## src/rtl/uart_tx_pkg.sv

```systemverilog
package uart_tx_pkg;
  localparam int unsigned DATA_W  = 8;
  localparam int unsigned FRAME_W = DATA_W + 4;
  localparam int unsigned PHASE_W = 3;

  typedef logic [DATA_W-1:0]  char_t;
  typedef logic [FRAME_W-1:0] frame_t;

  // LSB-first frame; unused upper positions are idle level
  function automatic frame_t build_frame(char_t d, logic par_en, logic par_odd);
    logic p;
    p = (^d) ^ par_odd;
    if (par_en) build_frame = {2'b11, p, d, 1'b0};
    else        build_frame = {3'b111, d, 1'b0};
  endfunction

  function automatic logic [3:0] frame_bits(logic par_en, logic stop2);
    frame_bits = 4'(DATA_W + 2) + {3'b000, par_en} + {3'b000, stop2};
  endfunction
endpackage

```

## src/rtl/uart_tx_store.sv

```systemverilog
module uart_tx_store #(
  parameter int unsigned DEPTH = 8,
  localparam int unsigned PTR_W = (DEPTH > 1) ? $clog2(DEPTH) : 1,
  localparam int unsigned CNT_W = $clog2(DEPTH + 1)
) (
  input  logic                 clk_i,
  input  logic                 rst_ni,
  input  logic                 push_i,
  input  uart_tx_pkg::char_t   push_data_i,
  input  logic                 pop_i,
  output uart_tx_pkg::char_t   head_o,
  output logic [CNT_W-1:0]     count_o
);
  import uart_tx_pkg::*;

  localparam logic [PTR_W-1:0] LAST_PTR = PTR_W'(DEPTH - 1);
  localparam logic [CNT_W-1:0] FULL_CNT = CNT_W'(DEPTH);

  char_t            mem_q [DEPTH];
  logic [PTR_W-1:0] wr_ptr_q, rd_ptr_q;
  logic [CNT_W-1:0] count_q;
  logic             do_push, do_pop;

  assign do_push = push_i && (count_q != FULL_CNT);
  assign do_pop  = pop_i && (count_q != '0);

  always_ff @(posedge clk_i) begin
    if (do_push) mem_q[wr_ptr_q] <= push_data_i;
  end

  always_ff @(posedge clk_i or negedge rst_ni) begin
    if (!rst_ni) begin
      wr_ptr_q <= '0;
      rd_ptr_q <= '0;
      count_q  <= '0;
    end else begin
      if (do_push) wr_ptr_q <= (wr_ptr_q == LAST_PTR) ? '0 : wr_ptr_q + 1'b1;
      if (do_pop)  rd_ptr_q <= (rd_ptr_q == LAST_PTR) ? '0 : rd_ptr_q + 1'b1;
      case ({do_push, do_pop})
        2'b10:   count_q <= count_q + 1'b1;
        2'b01:   count_q <= count_q - 1'b1;
        default: count_q <= count_q;
      endcase
    end
  end

  assign head_o  = mem_q[rd_ptr_q];
  assign count_o = count_q;
endmodule

```

## src/rtl/uart_tx_flags.sv

```systemverilog
module uart_tx_flags #(
  parameter int unsigned DEPTH = 8,
  localparam int unsigned CNT_W = $clog2(DEPTH + 1)
) (
  input  logic             clk_i,
  input  logic             rst_ni,
  input  logic [CNT_W-1:0] count_i,
  input  logic             irq_en_i,
  output logic             empty_o,
  output logic             full_o,
  output logic             below_half_o,
  output logic             irq_o
);
  localparam logic [CNT_W-1:0] FULL_CNT = CNT_W'(DEPTH);
  localparam logic [CNT_W-1:0] HALF_CNT = CNT_W'(DEPTH / 2);

  logic below_q;

  assign empty_o      = (count_i == '0);
  assign full_o       = (count_i == FULL_CNT);
  assign below_half_o = (count_i < HALF_CNT);

  always_ff @(posedge clk_i or negedge rst_ni) begin
    if (!rst_ni) below_q <= 1'b1;
    else         below_q <= below_half_o;
  end

  assign irq_o = irq_en_i && below_half_o && !below_q;
endmodule

```

## src/rtl/uart_tx_shifter.sv

```systemverilog
module uart_tx_shifter (
  input  logic               clk_i,
  input  logic               rst_ni,
  input  logic               tx_en_i,
  input  logic               par_en_i,
  input  logic               par_odd_i,
  input  logic               stop2_i,
  input  logic               baud_tick_i,
  input  logic               avail_i,
  input  uart_tx_pkg::char_t head_i,
  output logic               pop_o,
  output logic               busy_o,
  output logic               txd_o
);
  import uart_tx_pkg::*;

  localparam logic [PHASE_W-1:0] LAST_PHASE = '1;

  logic               busy_q;
  logic [PHASE_W-1:0] phase_q;
  logic [3:0]         left_q;
  frame_t             sreg_q;

  assign pop_o = !busy_q && tx_en_i && avail_i;

  always_ff @(posedge clk_i or negedge rst_ni) begin
    if (!rst_ni) begin
      busy_q  <= 1'b0;
      phase_q <= '0;
      left_q  <= '0;
      sreg_q  <= '1;
    end else if (!tx_en_i) begin
      busy_q  <= 1'b0;  // abort immediately
      phase_q <= '0;
      sreg_q  <= '1;
    end else if (pop_o) begin
      busy_q  <= 1'b1;
      phase_q <= '0;
      left_q  <= frame_bits(par_en_i, stop2_i);
      sreg_q  <= build_frame(head_i, par_en_i, par_odd_i);
    end else if (busy_q && baud_tick_i) begin
      phase_q <= phase_q + 1'b1;
      if (phase_q == LAST_PHASE) begin
        sreg_q <= {1'b1, sreg_q[FRAME_W-1:1]};
        left_q <= left_q - 1'b1;
        if (left_q == 4'd1) busy_q <= 1'b0;
      end
    end
  end

  assign busy_o = busy_q;
  assign txd_o  = busy_q ? sreg_q[0] : 1'b1;
endmodule

```

## src/rtl/uart_tx_fifo_top.sv

```systemverilog
module uart_tx_fifo_top #(
  parameter int unsigned DEPTH = 8,
  localparam int unsigned CNT_W = $clog2(DEPTH + 1)
) (
  input  logic             clk_i,
  input  logic             rst_ni,
  input  logic             tx_en_i,
  input  logic             par_en_i,
  input  logic             par_odd_i,
  input  logic             stop2_i,
  input  logic             irq_en_i,
  input  logic             baud_tick_i,
  input  logic             wr_en_i,
  input  logic [7:0]       wr_data_i,
  output logic             txd_o,
  output logic             shift_empty_o,
  output logic             fifo_empty_o,
  output logic             fifo_full_o,
  output logic             below_half_o,
  output logic [CNT_W-1:0] count_o,
  output logic             irq_o
);
  import uart_tx_pkg::*;

  char_t            head;
  logic [CNT_W-1:0] count;
  logic             pop, busy, empty;

  uart_tx_store #(.DEPTH(DEPTH)) i_store (
    .clk_i      (clk_i),
    .rst_ni     (rst_ni),
    .push_i     (wr_en_i),
    .push_data_i(wr_data_i),
    .pop_i      (pop),
    .head_o     (head),
    .count_o    (count)
  );

  uart_tx_flags #(.DEPTH(DEPTH)) i_flags (
    .clk_i       (clk_i),
    .rst_ni      (rst_ni),
    .count_i     (count),
    .irq_en_i    (irq_en_i),
    .empty_o     (empty),
    .full_o      (fifo_full_o),
    .below_half_o(below_half_o),
    .irq_o       (irq_o)
  );

  uart_tx_shifter i_shifter (
    .clk_i      (clk_i),
    .rst_ni     (rst_ni),
    .tx_en_i    (tx_en_i),
    .par_en_i   (par_en_i),
    .par_odd_i  (par_odd_i),
    .stop2_i    (stop2_i),
    .baud_tick_i(baud_tick_i),
    .avail_i    (!empty),
    .head_i     (head),
    .pop_o      (pop),
    .busy_o     (busy),
    .txd_o      (txd_o)
  );

  assign fifo_empty_o  = empty;
  assign shift_empty_o = empty && !busy;
  assign count_o       = count;
endmodule

```

## config.mk

```make
export PLATFORM = sky130hd
export DESIGN_NAME = uart_tx_fifo_top
export DESIGN_NICKNAME = d
export VERILOG_FILES = /design/src/rtl/uart_tx_pkg.sv /design/src/rtl/uart_tx_store.sv /design/src/rtl/uart_tx_flags.sv /design/src/rtl/uart_tx_shifter.sv /design/src/rtl/uart_tx_fifo_top.sv
export SDC_FILE = /design/constraint.sdc
export NUM_CORES = 1
export LEC_CHECK = 0
export BUFFER_PORTS_ARGS = -buffer_cell sky130_fd_sc_hd__buf_2
export CAP_MARGIN = 20
export CELL_PAD_IN_SITES_DETAIL_PLACEMENT = 1
export CELL_PAD_IN_SITES_GLOBAL_PLACEMENT = 1
export CORE_UTILIZATION = 50
export DETAILED_ROUTE_END_ITERATION = 8
export PLACE_DENSITY = 0.85
export SLEW_MARGIN = 0
export SYNTH_ARGS = -nofsm -noshare
export SYNTH_HDL_FRONTEND = slang
export SYNTH_SLANG_ARGS = --single-unit
```

## constraint.sdc

```tcl
create_clock -name clk_i -period 7.6 [get_ports clk_i]
set_input_delay 1.14 -clock clk_i [delete_from_list [all_inputs] [get_ports clk_i]]
set_output_delay 1.14 -clock clk_i [all_outputs]
set_load 0.03 [all_outputs]
```

# After elaboration in Yosys (flattened, before gate mapping)
# Memories as Yosys holds them, arrays and structs flattened.
# Index checks and enable logic that the tools add are counted.
# totals
reg_bits,31
ram_bits,64
input_bits,17
elab_cells,72
memories,1
# memory_table
memory,depth,word_bits,rd,rd_clocked_by_memory_dff,write_ports,line_no,rtl
i_store.mem_q,8,8,1,0,1,uart_tx_store.sv:19,char_t mem_q [DEPTH];
# classes
addsub,8
n_lt_le_gt_ge,1
eq_ne,11
mux,22
bitwise_logic,1
n_reduce_logical,20
# ops
operator,count
$mux W12,4
$mux W3,5
$mux W4,3
$mux W10,1
$add A3 B1 Y3 const B,3
$eq A3 B3 Y1 const B,3
$ne A3 B1 Y1 const B,3
$logic_and A1 B1 Y1,8
$mux W1,8
$pmux W4 S2,1
$reduce_xor A8 Y1,1
$sub A4 B1 Y4 const B,2
$reduce_and A3 Y1,2
$reduce_bool A2 Y1,3
$add A4 B1 Y4,1
$add A4 B1 Y4 const A,1
$add A4 B1 Y4 const B,1
$eq A4 B1 Y1 const B,1
$eq A4 B4 Y1 const B,1
$logic_not A4 Y1,1
$lt A4 B3 Y1 const B,1
$ne A4 B4 Y1 const B,1
$reduce_bool A4 Y1,1
$logic_not A1 Y1,3
other kinds (4),4

# Logic depth before layout (Yosys ltp)
# logic_depth
ltp_word,6
mapped_depth,11
ltp_nobuf,10

# Cells and area by module
# A second synthesis with hierarchy kept.
# hier_totals
hier_cells,276
hier_area_um2,4314.1
# by_module_without_submodules
module,n_inst,cells_each,area_each_um2,seq_area_each_um2
uart_tx_store,1,160,3194.3,2172.1
uart_tx_shifter,1,109,1029.7,462.9
uart_tx_flags,1,5,72.6,26.3
uart_tx_fifo_top,1,2,17.5,0.0

# Worst setup path before layout
# OpenSTA, ideal clock, no wires.
# synth_path
kind,register to register
startpoint,register i_store.count_q[2] (netlist: i_store.count_o[2])
endpoint,register i_store.count_q[3] (netlist: i_store.count_o[3])
setup_ns,0.138
arrival_time_ns,3.168
required_time_ns,7.462
path_slack_ns,4.294
stages_incl_launch_ff,11
period_less_slack_ns,3.306
cell_sequence,dfrtp_1 nor4b_1 nand2b_1 clkbuf_1 ha_1 ha_1 a21o_1 a21oi_1 xnor2_1 nor2_1 xor2_1
# synth_via
elab_chain_len,6
word_cells_on_any_way,13
classes_between,add/sub: 2; eq/ne: 3; mux: 1; reduce/logical: 7
# synth_rtl
element,line_no,rtl
from (decl),uart_tx_store.sv:21,logic [CNT_W-1:0] count_q;
from (signal assigned),uart_tx_store.sv:40,2'b10: count_q <= count_q + 1'b1;
from (signal assigned),uart_tx_store.sv:41,2'b01: count_q <= count_q - 1'b1;
from (signal assigned),uart_tx_store.sv:42,default: count_q <= count_q;
$logic_not A4 Y1,uart_tx_flags.sv:19,assign empty_o = (count_i == '0);
$logic_not A1 Y1,uart_tx_fifo_top.sv:58,".avail_i (!empty),"
$logic_and A1 B1 Y1,uart_tx_shifter.sv:24,assign pop_o = !busy_q && tx_en_i && avail_i;
$logic_and A1 B1 Y1,uart_tx_store.sv:25,assign do_pop = pop_i && (count_q != '0);
$eq A2 B1 Y1 / $eq A2 B2 Y1 (equally long branches),uart_tx_store.sv:39,"case ({do_push, do_pop})"
$pmux W4 S2 / $reduce_bool A2 Y1 (equally long branches),n/a,
# Parallel ways exist; a longest one is shown, timed or not.
# A chain may end at the register's enable or synchronous reset.

# Worst setup path after layout
# Ends and elaborated chain as after synthesis.

==> reports/results.ini <==
[layout]
finalNetCount = 320
ff_latch_area_mm2 = 0.00266
multi_input_area_mm2 = 0.00135
final_common_cell = edfxtp_1
drive_gt1_frac = 0.231
n_fill_cell = 775
syn_to_final_growth_pct = 9.70
final_cell_mix = edfxtp_1, nand2_1, buf_2
diodes = 0
postLayoutCellArea_mm2 = 0.00450

[worst_hold_path]
holdPathStages = 1
hold_path.class = flip-flop to flip-flop

[placed_design]
place_congestion = 0.723
place_hpwl_mm = 5.61
port_buffers = 26
place_area_mm2 = 0.00431

[clock_tree]
ctsHoldBuffers = 0
htreeDepth = 3
cts_setup_buffers = 0
clk_latency_ns = 0.36
ctsRootBufferMaster = clkbuf_8
cts_made_buffers = 9
cts_num_sinks = 93
cts_buffer_depth = 2
clk_pin_slew_ns = 0.09
cts_tree = done
cts_resized = 0

[setup_path]
worstPathRequired_ns = 7.84
cp-start-kind = flip-flop
cp-end-kind = flip-flop
arrival_ns = 3.53
reg2regPathDepth = 10
worstPathMaxFanout = 14
reg2reg_slack_ns = 4.31
path_class = flip-flop to flip-flop

[run]
cap_violations = 0

[floorplanning]
die_h_um = 92.6
start_util = 0.523
dieArea_mm2 = 0.00857
fp.dieW_um = 92.6
io_pins = 27
core_mm2 = 0.00785
row_count = 32

[drt]
drt-initial-drc-count = 94
wl_per_cell_um = 21.1
vias = 2297
drc_errors = 0
viasPerCell = 5.79
first_pass_iters = 4
antenna_left = 0
routed_wl_mm = 8.39

[timing]
hold_viol_final = 0
slew-limit-headroom = 0.309
fin_crit_sh = 0.433
tightestPinTransition_ns = 1.04
max_freq_ghz = 0.304
period_minus_slack_ns = 3.29
final-max-slew-violation-count = 0
finalSetupViolations = 0
rsz0062_at_grt = false
setup_tns_ns = 0
clock_skew_ns = 0.00975

[grt]
grt_max_degree = 30
grt_pass1_vias = 2383
grt_usage = 0.212
antenna_found_initial = 0
gr-total-overflow = 0
grt_first_pass_wirelength_mm = 13.0

[power]
power.density_mw_per_mm2 = 377
total_power_mw = 1.69
p_leak_nw = 1.77
vdd.ir_drop.worst_mv = 0.174

[synthesis]
synth-edff-count = 64
synthAdderAreaFrac = 0.0415
netlist_area_mm2 = 0.00410
synth_compound_area_frac = 0.0457
synth_top_family_by_area = multiplexers
yosys.area_share.simple = 0.0799
yosys_register_bits = 93
synth_flop_cell = edfxtp_1
synthArstFlopShare = 0.312
synthMuxAreaShare = 0.123
ys_warn_count = 0
synth_xor_xnor_area_share = 0.0375
syn_avg_cell_area_um2 = 15.5
yosysSeqAreaShare = 0.649
postSynthCellCount = 264
synth_nets = 294
synth.distinct_cells = 39

[outcome]
status = finished, final reports clean

==> layer usage <==
metal | track usage | vias to the layer above | wire length [µm]
met3 | 0.0452 | 16 | 236
met2 | 0.374 | 46 | 4350
met1 | 0.258 | 1183 | 3650
met4 | 0.0755 | 0 | 163
li1 | - | 1052 | -
met5 | 0 | - | 0
==> worst paths after layout <==
| kind | startpoint | end |
|---|---|---|
| worst max-delay path | i_store.count_o[2]$_DFFE_PN0P_ | i_store.count_o[3]$_DFFE_PN0P_ |
| worst min register to register | i_store.count_o[3]$_DFFE_PN0P_ | i_flags.below_q$_DFF_PN1_ |
| max in group asynchronous | rst_ni | i_store.count_o[0]$_DFFE_PN0P_ |
| worst min-delay path | i_store.count_o[3]$_DFFE_PN0P_ | i_flags.below_q$_DFF_PN1_ |
| worst max register to register | i_store.count_o[2]$_DFFE_PN0P_ | i_store.count_o[3]$_DFFE_PN0P_ |
| min in group asynchronous | rst_ni | i_store.rd_ptr_q[1]$_DFFE_PN0P_ |
==> logic make-up (layout without fill, tap and decap cells) <==
logic type / count (synthesis) / count (layout)
AO/OA/AOI/OAI: 28 / 28
AND/OR/NAND/NOR: 71 / 71
multiplexers: 27 / 27
buffers and inverters: 21 / 52
adder cells (fa/ha/maj): 13 / 13
flip-flops: 93 / 93
XOR/XNOR: 11 / 11
==> state kept, by name, indices dropped and copies added (netlist names) <==
| name | count |
|---|---|
| i_store.count_o | 4 |
| i_store.mem_q | 64 |
| i_flags.below_q | 1 |
| i_store.rd_ptr_q | 3 |
| i_shifter.busy_o | 1 |
| i_shifter.left_q | 4 |
| i_shifter.phase_q | 3 |
| i_store.wr_ptr_q | 3 |
| i_shifter.sreg_q | 10 |
==> through the flow <==
stage	util	hold slack [ns]	std cells	setup slack, ns
2_1_floorplan	-	0.467	264	4.29
3_3_place_gp	0.549	0.483	381	4.12
3_5_place_dp	0.549	0.503	381	4.01
4_1_cts	0.574	0.518	397	4.27
5_1_grt	0.574	0.542	397	4.09
6_report	0.574	0.511	397	4.31
==> final cells by class <==
| cell class | count | share of cell area |
|---|---|---|
| clock buffers | 9 | 0.0275 |
| clock inverters | 7 | 0.0147 |
| inverters | 9 | 0.00751 |
| multi-input cells | 150 | 0.300 |
| flip-flops and latches | 93 | 0.591 |
| well taps | 102 | 0.0284 |
| repair buffers | 27 | 0.0306 |
==> where the power goes <==
part           internal (mW)  switching [mW]  total, mW
registers              0.667           0.119      0.786
logic                  0.308           0.282      0.590
clock network          0.127           0.191      0.318
total                   1.10           0.592       1.69
==> Yosys cell counts, types with 5 or more instances <==
cell type	instances	area share
clkbuf_1	8	0.0073
nand2b_1	5	0.0076
inv_1	9	0.0082
ha_1	12	0.037
mux4_1	8	0.051
nor2_1	10	0.0092
dfstp_2	11	0.070
nand2_1	36	0.033
o21ai_0	8	0.0098
a32oi_1	7	0.015
nand3_1	5	0.0061
a21oi_1	5	0.0061
dfrtp_1	18	0.11
mux4_2	8	0.044
edfxtp_1	64	0.47
mux2i_1	7	0.017
==> critical path, stage by stage (launching register included) <==
cell and delay (ns):
dfrtp_1 0.46, or4_1 0.62, nand3b_1 0.41, inv_1 0.35, ha_1 0.34, ha_1 0.29
a21o_1 0.16, a21oi_1 0.18, xnor2_1 0.14, nor2_1 0.07, xor2_1 0.14
Note: power is estimated with default switching activity, not from simulation.
